$ cat src/rtl/ptx_pkg.sv
package ptx_pkg;
  typedef logic [2:0] route_t;

  localparam logic [2:0] ADR_CTRL  = 3'd0;
  localparam logic [2:0] ADR_DIV   = 3'd1;
  localparam logic [2:0] ADR_IEN   = 3'd2;
  localparam logic [2:0] ADR_STAT  = 3'd3;
  localparam logic [2:0] ADR_ROUTE = 3'd4;

  // a route value selects a pair only in the range 1..4
  function automatic logic route_on(input route_t r);
    return (r >= 3'd1) && (r <= 3'd4);
  endfunction

  function automatic logic [1:0] route_pair(input route_t r);
    return 2'(r - 3'd1);
  endfunction

  // reset route of line l is l+1
  function automatic route_t route_reset(input int l);
    return route_t'(l + 1);
  endfunction
endpackage

$ cat src/rtl/ptx_regs.sv
module ptx_regs
  import ptx_pkg::*;
#(
  parameter int LINES = 4,
  parameter int DIVW  = 8
) (
  input  logic               clk,
  input  logic               rst_n,
  input  logic               we,
  input  logic [2:0]         addr,
  input  logic [31:0]        wdata,
  input  logic               blk_done,
  output logic [31:0]        rdata,
  output logic               en,
  output logic [DIVW-1:0]    div,
  output logic               ien,
  output logic               stat,
  output logic [LINES*3-1:0] route_flat
);
  localparam logic [DIVW-1:0] DIV_RESET = DIVW'(4);

  route_t route [LINES];

  always_ff @(posedge clk or negedge rst_n) begin
    if (!rst_n) begin
      en  <= 1'b0;
      div <= DIV_RESET;
      ien <= 1'b0;
    end else if (we) begin
      if (addr == ADR_CTRL) en  <= wdata[0];
      if (addr == ADR_DIV)  div <= wdata[DIVW-1:0];
      if (addr == ADR_IEN)  ien <= wdata[0];
    end
  end

  // block end has priority over a software clear
  always_ff @(posedge clk or negedge rst_n) begin
    if (!rst_n)                                  stat <= 1'b0;
    else if (blk_done)                           stat <= 1'b1;
    else if (we && addr == ADR_STAT && wdata[0]) stat <= 1'b0;
  end

  for (genvar l = 0; l < LINES; l++) begin : g_route
    always_ff @(posedge clk or negedge rst_n) begin
      if (!rst_n)                                 route[l] <= route_reset(l);
      else if (we && addr == ADR_ROUTE + 3'(l))   route[l] <= wdata[2:0];
    end
    assign route_flat[l*3 +: 3] = route[l];
  end

  always_comb begin
    rdata = '0;
    case (addr)
      ADR_CTRL: rdata = {31'b0, en};
      ADR_DIV:  rdata = 32'(div);
      ADR_IEN:  rdata = {31'b0, ien};
      ADR_STAT: rdata = {31'b0, stat};
      default: begin
        for (int l = 0; l < LINES; l++)
          if (addr == ADR_ROUTE + 3'(l)) rdata = 32'(route[l]);
      end
    endcase
  end
endmodule

$ cat src/rtl/ptx_clkgen.sv
module ptx_clkgen #(
  parameter int DIVW  = 8,
  parameter int SLOT  = 32,
  parameter int BLOCK = 192,
  localparam int BW   = $clog2(2*SLOT)
) (
  input  logic            clk,
  input  logic            rst_n,
  input  logic            en,
  input  logic [DIVW-1:0] div,
  output logic            sck,
  output logic            lrclk,
  output logic [BW-1:0]   bitpos,
  output logic            frame_load,
  output logic            blk_done
);
  localparam int CW = DIVW + 1;
  localparam int FW = $clog2(BLOCK);

  // half bit period in master clocks; zero acts as one
  function automatic logic [CW-1:0] half_len(input logic [DIVW-1:0] d);
    return (d == '0) ? CW'(1) : {1'b0, d};
  endfunction

  logic [CW-1:0] hl, last_cnt, cnt, cnt_nx;
  logic [FW-1:0] fcnt;
  logic          bit_end, frame_end;

  assign hl        = half_len(div);
  assign last_cnt  = CW'((hl << 1) - 1'b1);
  assign bit_end   = en && (cnt >= last_cnt);
  assign frame_end = bit_end && (bitpos == {BW{1'b1}});
  assign blk_done  = frame_end && (fcnt == FW'(BLOCK - 1));
  assign cnt_nx    = bit_end ? '0 : cnt + 1'b1;

  always_ff @(posedge clk or negedge rst_n) begin
    if (!rst_n) begin
      cnt <= '0; bitpos <= '0; fcnt <= '0; sck <= 1'b0;
    end else if (!en) begin
      cnt <= '0; bitpos <= '0; fcnt <= '0; sck <= 1'b0;
    end else begin
      cnt <= cnt_nx;
      sck <= (cnt_nx >= hl);
      if (bit_end) bitpos <= bitpos + 1'b1;
      if (frame_end) fcnt <= blk_done ? '0 : fcnt + 1'b1;
    end
  end

  assign lrclk      = bitpos[BW-1];
  assign frame_load = (cnt == '0) && (bitpos == '0);
endmodule

$ cat src/rtl/ptx_lane.sv
module ptx_lane
  import ptx_pkg::*;
#(
  parameter int SW   = 16,
  parameter int SLOT = 32,
  parameter int NCH  = 8,
  localparam int BW  = $clog2(2*SLOT)
) (
  input  logic [NCH*SW-1:0] bank,
  input  route_t            route,
  input  logic [BW-1:0]     bitpos,
  output logic              sd
);
  // channel feeding this line in the current half
  function automatic int chan_of(input route_t r, input logic right);
    return 2 * int'(route_pair(r)) + int'(right);
  endfunction

  int q;

  always_comb begin
    q  = int'(bitpos[BW-2:0]);
    sd = 1'b0;
    if (route_on(route) && q >= 1 && q <= SW)
      sd = bank[chan_of(route, bitpos[BW-1]) * SW + SW - q];
  end
endmodule

$ cat src/rtl/i2s_route_tx.sv
module i2s_route_tx
  import ptx_pkg::*;
#(
  parameter int LINES = 4,
  parameter int SW    = 16,
  parameter int SLOT  = 32,
  parameter int DIVW  = 8,
  parameter int BLOCK = 192
) (
  input  logic             mclk,
  input  logic             rst_n,
  input  logic             reg_we,
  input  logic [2:0]       reg_addr,
  input  logic [31:0]      reg_wdata,
  output logic [31:0]      reg_rdata,
  input  logic             smp_valid,
  input  logic [2:0]       smp_chan,
  input  logic [SW-1:0]    smp_data,
  output logic             sck,
  output logic             lrclk,
  output logic [LINES-1:0] sd,
  output logic             irq
);
  localparam int NCH = 8;
  localparam int BW  = $clog2(2*SLOT);

  logic               en, ien, stat, blk_done, frame_load;
  logic [DIVW-1:0]    div;
  logic [LINES*3-1:0] route_flat;
  logic [BW-1:0]      bitpos;
  logic [SW-1:0]      stage [NCH];
  logic [SW-1:0]      bank  [NCH];
  logic [NCH*SW-1:0]  bank_flat;

  ptx_regs #(.LINES(LINES), .DIVW(DIVW)) u_regs (
    .clk(mclk), .rst_n(rst_n), .we(reg_we), .addr(reg_addr), .wdata(reg_wdata),
    .blk_done(blk_done), .rdata(reg_rdata), .en(en), .div(div), .ien(ien),
    .stat(stat), .route_flat(route_flat)
  );

  ptx_clkgen #(.DIVW(DIVW), .SLOT(SLOT), .BLOCK(BLOCK)) u_clk (
    .clk(mclk), .rst_n(rst_n), .en(en), .div(div), .sck(sck), .lrclk(lrclk),
    .bitpos(bitpos), .frame_load(frame_load), .blk_done(blk_done)
  );

  always_ff @(posedge mclk or negedge rst_n) begin
    if (!rst_n) begin
      for (int c = 0; c < NCH; c++) begin
        stage[c] <= '0;
        bank[c]  <= '0;
      end
    end else begin
      if (smp_valid) stage[smp_chan] <= smp_data;
      if (frame_load)
        for (int c = 0; c < NCH; c++) bank[c] <= stage[c];
    end
  end

  for (genvar c = 0; c < NCH; c++) begin : g_flat
    assign bank_flat[c*SW +: SW] = bank[c];
  end

  for (genvar l = 0; l < LINES; l++) begin : g_lane
    ptx_lane #(.SW(SW), .SLOT(SLOT), .NCH(NCH)) u_lane (
      .bank(bank_flat), .route(route_flat[l*3 +: 3]), .bitpos(bitpos), .sd(sd[l])
    );
  end

  assign irq = stat & ien;
endmodule

$ cat config.mk
export PLATFORM = sky130hd
export DESIGN_NAME = i2s_route_tx
export DESIGN_NICKNAME = d
export VERILOG_FILES = /design/src/rtl/ptx_pkg.sv /design/src/rtl/ptx_regs.sv /design/src/rtl/ptx_clkgen.sv /design/src/rtl/ptx_lane.sv /design/src/rtl/i2s_route_tx.sv
export SDC_FILE = /design/constraint.sdc
export NUM_CORES = 1
export LEC_CHECK = 0
export BUFFER_PORTS_ARGS = -buffer_cell sky130_fd_sc_hd__buf_2
export CAP_MARGIN = 20
export CORE_MARGIN = 2
export CORE_UTILIZATION = 40
export CTS_BUF_LIST = sky130_fd_sc_hd__clkbuf_2
export DETAILED_ROUTE_END_ITERATION = 6
export GPL_TIMING_DRIVEN = 1
export PLACE_DENSITY_LB_ADDON = 0.3
export SLEW_MARGIN = 25
export SYNTH_ARGS = -nofsm -noshare
export SYNTH_HDL_FRONTEND = slang
export SYNTH_HIERARCHICAL = 1
export SYNTH_SLANG_ARGS = --single-unit
$ cat constraint.sdc
create_clock -name mclk -period 6.3 [get_ports mclk]
set_clock_uncertainty 0.1 [all_clocks]
set_input_delay 0.315 -clock mclk [delete_from_list [all_inputs] [get_ports mclk]]
set_output_delay 0.315 -clock mclk [all_outputs]
set_load 0.02 [all_outputs]
==> flow_summary_export.csv <==
group,metric,value,unit
placed_design,hpwl,31.2,mm
route,remaining_drc_errors,0,
sta,rsz0062_at_grt,"false",
clock_tree,cts_setup_buffers,0,
sta,hold-worst-slack,149,ps
clock_tree,numCtsBuffers,80,
clock_tree,clock_path_buffers,3,
power,p_total,7.18,mW
placed_design,gp_congestion,0.897,
logic_synthesis,synth_top_area_cell,"dfrtp_1",
logic_synthesis,avgSynthCellArea,13.9,µm²
route,vias_per_cell,5.70,
clock_tree,htree_levels,3,
logic_synthesis,synthesis.area,18600,µm²
layout,syn_to_final_growth,10.4,%
logic_synthesis,synthSimpleGateAreaFrac,0.0694,
outcome,status,"completed",
sta,worstMarginPinSlew,943,ps
worst_setup_path,cp-end-kind,"output port",
logic_synthesis,ys_warn_count,6,
worst_setup_path,arrival,5080,ps
min_path,hold_class,"in2reg",
route,vias,12200,
logic_synthesis,synth_cells,1334,
logic_synthesis,async_flop_share,1.00,
sta,drv_slew,0,
logic_synthesis,yosysMostFrequentCell,"dfrtp_1",
floorplanning,io_pins,97,
floorplanning,die_w,220,µm
worst_setup_path,crit_fanout,41,
clock_tree,cts.sinks,303,
logic_synthesis,synthTopCellsByCount,"dfrtp_1, mux2_2, mux4_1",
worst_setup_path,critPathRequiredTime,5880,ps
floorplanning,fp.coreArea,46300,µm²
layout,final_cells,2135,
route,drt-wirelength-per-cell,22.0,µm
worst_setup_path,worstSetupStartpointType,"flop",
global_routing,grt_max_degree,132,
logic_synthesis,synth-compound-area-share,0.0462,
layout,drive_above_1_share,0.373,
clock_tree,cts.clk_slew.worst_paths,100,ps
global_routing,overflow,0,
power,p_per_area,350,nW/µm²
logic_synthesis,synth_top_family_by_area,"multiplexers",
placed_design,numPortBuffers,48,
logic_synthesis,synth.yosys.seq_area_share,0.408,
global_routing,track_usage,0.199,
global_routing,grt_first_pass_wirelength,72.3,mm
clock_tree,cts_tree,"built",
sta,tns,0,ps
power,leakage,8.60,nW
floorplanning,initial_core_util,0.402,
layout,final_core_util,0.444,
route,drt_wl_total,46.9,mm
logic_synthesis,ys_types,74,
route,drtIter0Drc,914,
global_routing,antenna_found_initial,1,
logic_synthesis,synth-edff-count,0,
floorplanning,rows,79,
layout,nFillCells,4263,
floorplanning,die-area,48200,µm²
sta,fmaxAchievable,0.182,GHz
floorplanning,die_y,220,µm
sta,period_minus_slack,5490,ps
logic_synthesis,muxShareOfSynthArea,0.373,
route,first_pass_iters,7,
route,drt.antenna.violating_nets,0,
logic_synthesis,synthAdderAreaFrac,0.0323,
logic_synthesis,ys_top_cells_by_area,"dfrtp_1, mux2_2, mux4_1",
clock_tree,insertion_delay,990,ps
worst_setup_path,worstSetupPathType,"reg2out",
sta,fin_crit_sh,0.872,
logic_synthesis,ys.flop_type,"dfrtp_1",
sta,setup_viol_count_final,0,
logic_synthesis,synth_xor_area_frac,0.0174,
flow_run,cap_violations,0,
clock_tree,cts_root_buf,"clkbuf_2",
logic_synthesis,synth_top_area_share,0.400,
placed_design,numPlacedInstances,1939,
power,ir_worst_vdd,0.193,mV
layout,num-nets-final,1581,
sta,finalHoldViolCount,0,
global_routing,first_global_vias,12200,
logic_synthesis,synth_seq_cells,303,
sta,max_slew_margin,0.355,
-- what timing repair did --
action,CTS,global route
gates resized for setup,0,0
hold buffers,61,0
endpoints found under the setup margin,0,0
hold endpoints to repair,370,0
-- placed cells by master (no fill, tap or decap), types with 13 or more instances in the layout --
master           n
ha_1            48
mux2_2         267
dlygate4sd3_1   60
nand2_1         42
inv_1           57
xnor2_1         25
conb_1          24
mux2i_1         31
nor2_1          28
buf_4           26
dfrtp_1        296
mux4_2          62
o21ai_0         13
mux4_1          76
clkbuf_2       118
a21oi_1         28
buf_2           47
nand3_1         13
nand4_1         15
and3_1          13
nor2b_1         20
-- kinds of logic after synthesis --
family | Yosys count
DFF | 303
muxes | 453
other | 1
AOI/OAI and AO/OA | 119
adders and majority gates | 48
xor gates and xnor gates | 37
buffers and inverters | 159
and+or+nand+nor | 214
-- routing by layer --
| metal | vias up | wire [µm] | GRT usage | part of all wire |
|---|---|---|---|---|
| li1 | 5472 | - | - | - |
| met1 | 6283 | 21000 | 0.267 | 0.45 |
| met2 | 340 | 22400 | 0.325 | 0.48 |
| met3 | 78 | 2370 | 0.0417 | 0.051 |
| met4 | 0 | 1090 | 0.0633 | 0.023 |
| met5 | - | 0 | 0 | 0 |
-- flip-flops by register name (all words and copies together) (netlist names) --
| register | flops |
|---|---|
| u_regs/stat | 1 |
| u_clk/cnt | 9 |
| u_clk/bitpos | 6 |
| u_clk/sck | 1 |
| stage | 128 |
| u_clk/fcnt | 8 |
| u_regs/ien | 1 |
| u_regs/en | 1 |
| bank | 128 |
| u_regs/route_flat | 12 |
| u_regs/div | 8 |
-- power by group --
group          internal, mW  switching [mW]  leakage [nW]
Sequential             2.59           0.616          3.67
Clock                 0.499           0.826         0.530
Combinational          1.60            1.05          4.40
Total                  4.69            2.49          8.60
-- path summary, 6_finish.rpt --
check / from / endpoint / slack [ps] / cells after the start
max: u_clk/bitpos[0] / sd[0] / 810 / 11
min: reg_wdata[0] / u_regs/en / 150 / 3
max reg2reg: u_regs/div[4] / u_clk/sck / 1410 / 19
min reg2reg: stage[4] / bank[4] / 380 / 1
max in group asynchronous: rst_n / u_clk/bitpos[0] / 4940 / 4
min in group asynchronous: rst_n / bank[14] / 400 / 4
-- critical path, cell delays in order, from the launching register on --
cell	delay, ps
dfrtp_4	840
inv_1	190
ha_1	260
ha_1	760
buf_4	370
mux4_1	340
mux2i_1	240
mux2i_1	200
a311o_1	360
nand4_1	90
o311ai_1	180
buf_2	250
-- layout make-up --
type | instances | area, µm² | share of cell area
antenna | 1 | 2.50 | 0.000122
clock buffer | 118 | 591 | 0.0288
clock inverter | 16 | 80.1 | 0.00390
inverter | 58 | 218 | 0.0106
multi-input combinational | 895 | 10200 | 0.495
sequential | 303 | 7590 | 0.370
tap | 607 | 759 | 0.0370
timing repair buffer | 137 | 1110 | 0.0543
-- metrics by stage --
step           area (µm²)  setup WS, ps
2_1_floorplan       18700          1990
3_3_place_gp        19200          1520
3_5_place_dp        19200          1460
4_1_cts             20500           720
5_1_grt             20500           467
6_report            20500           806
Note: power is estimated with default switching activity, not from simulation.
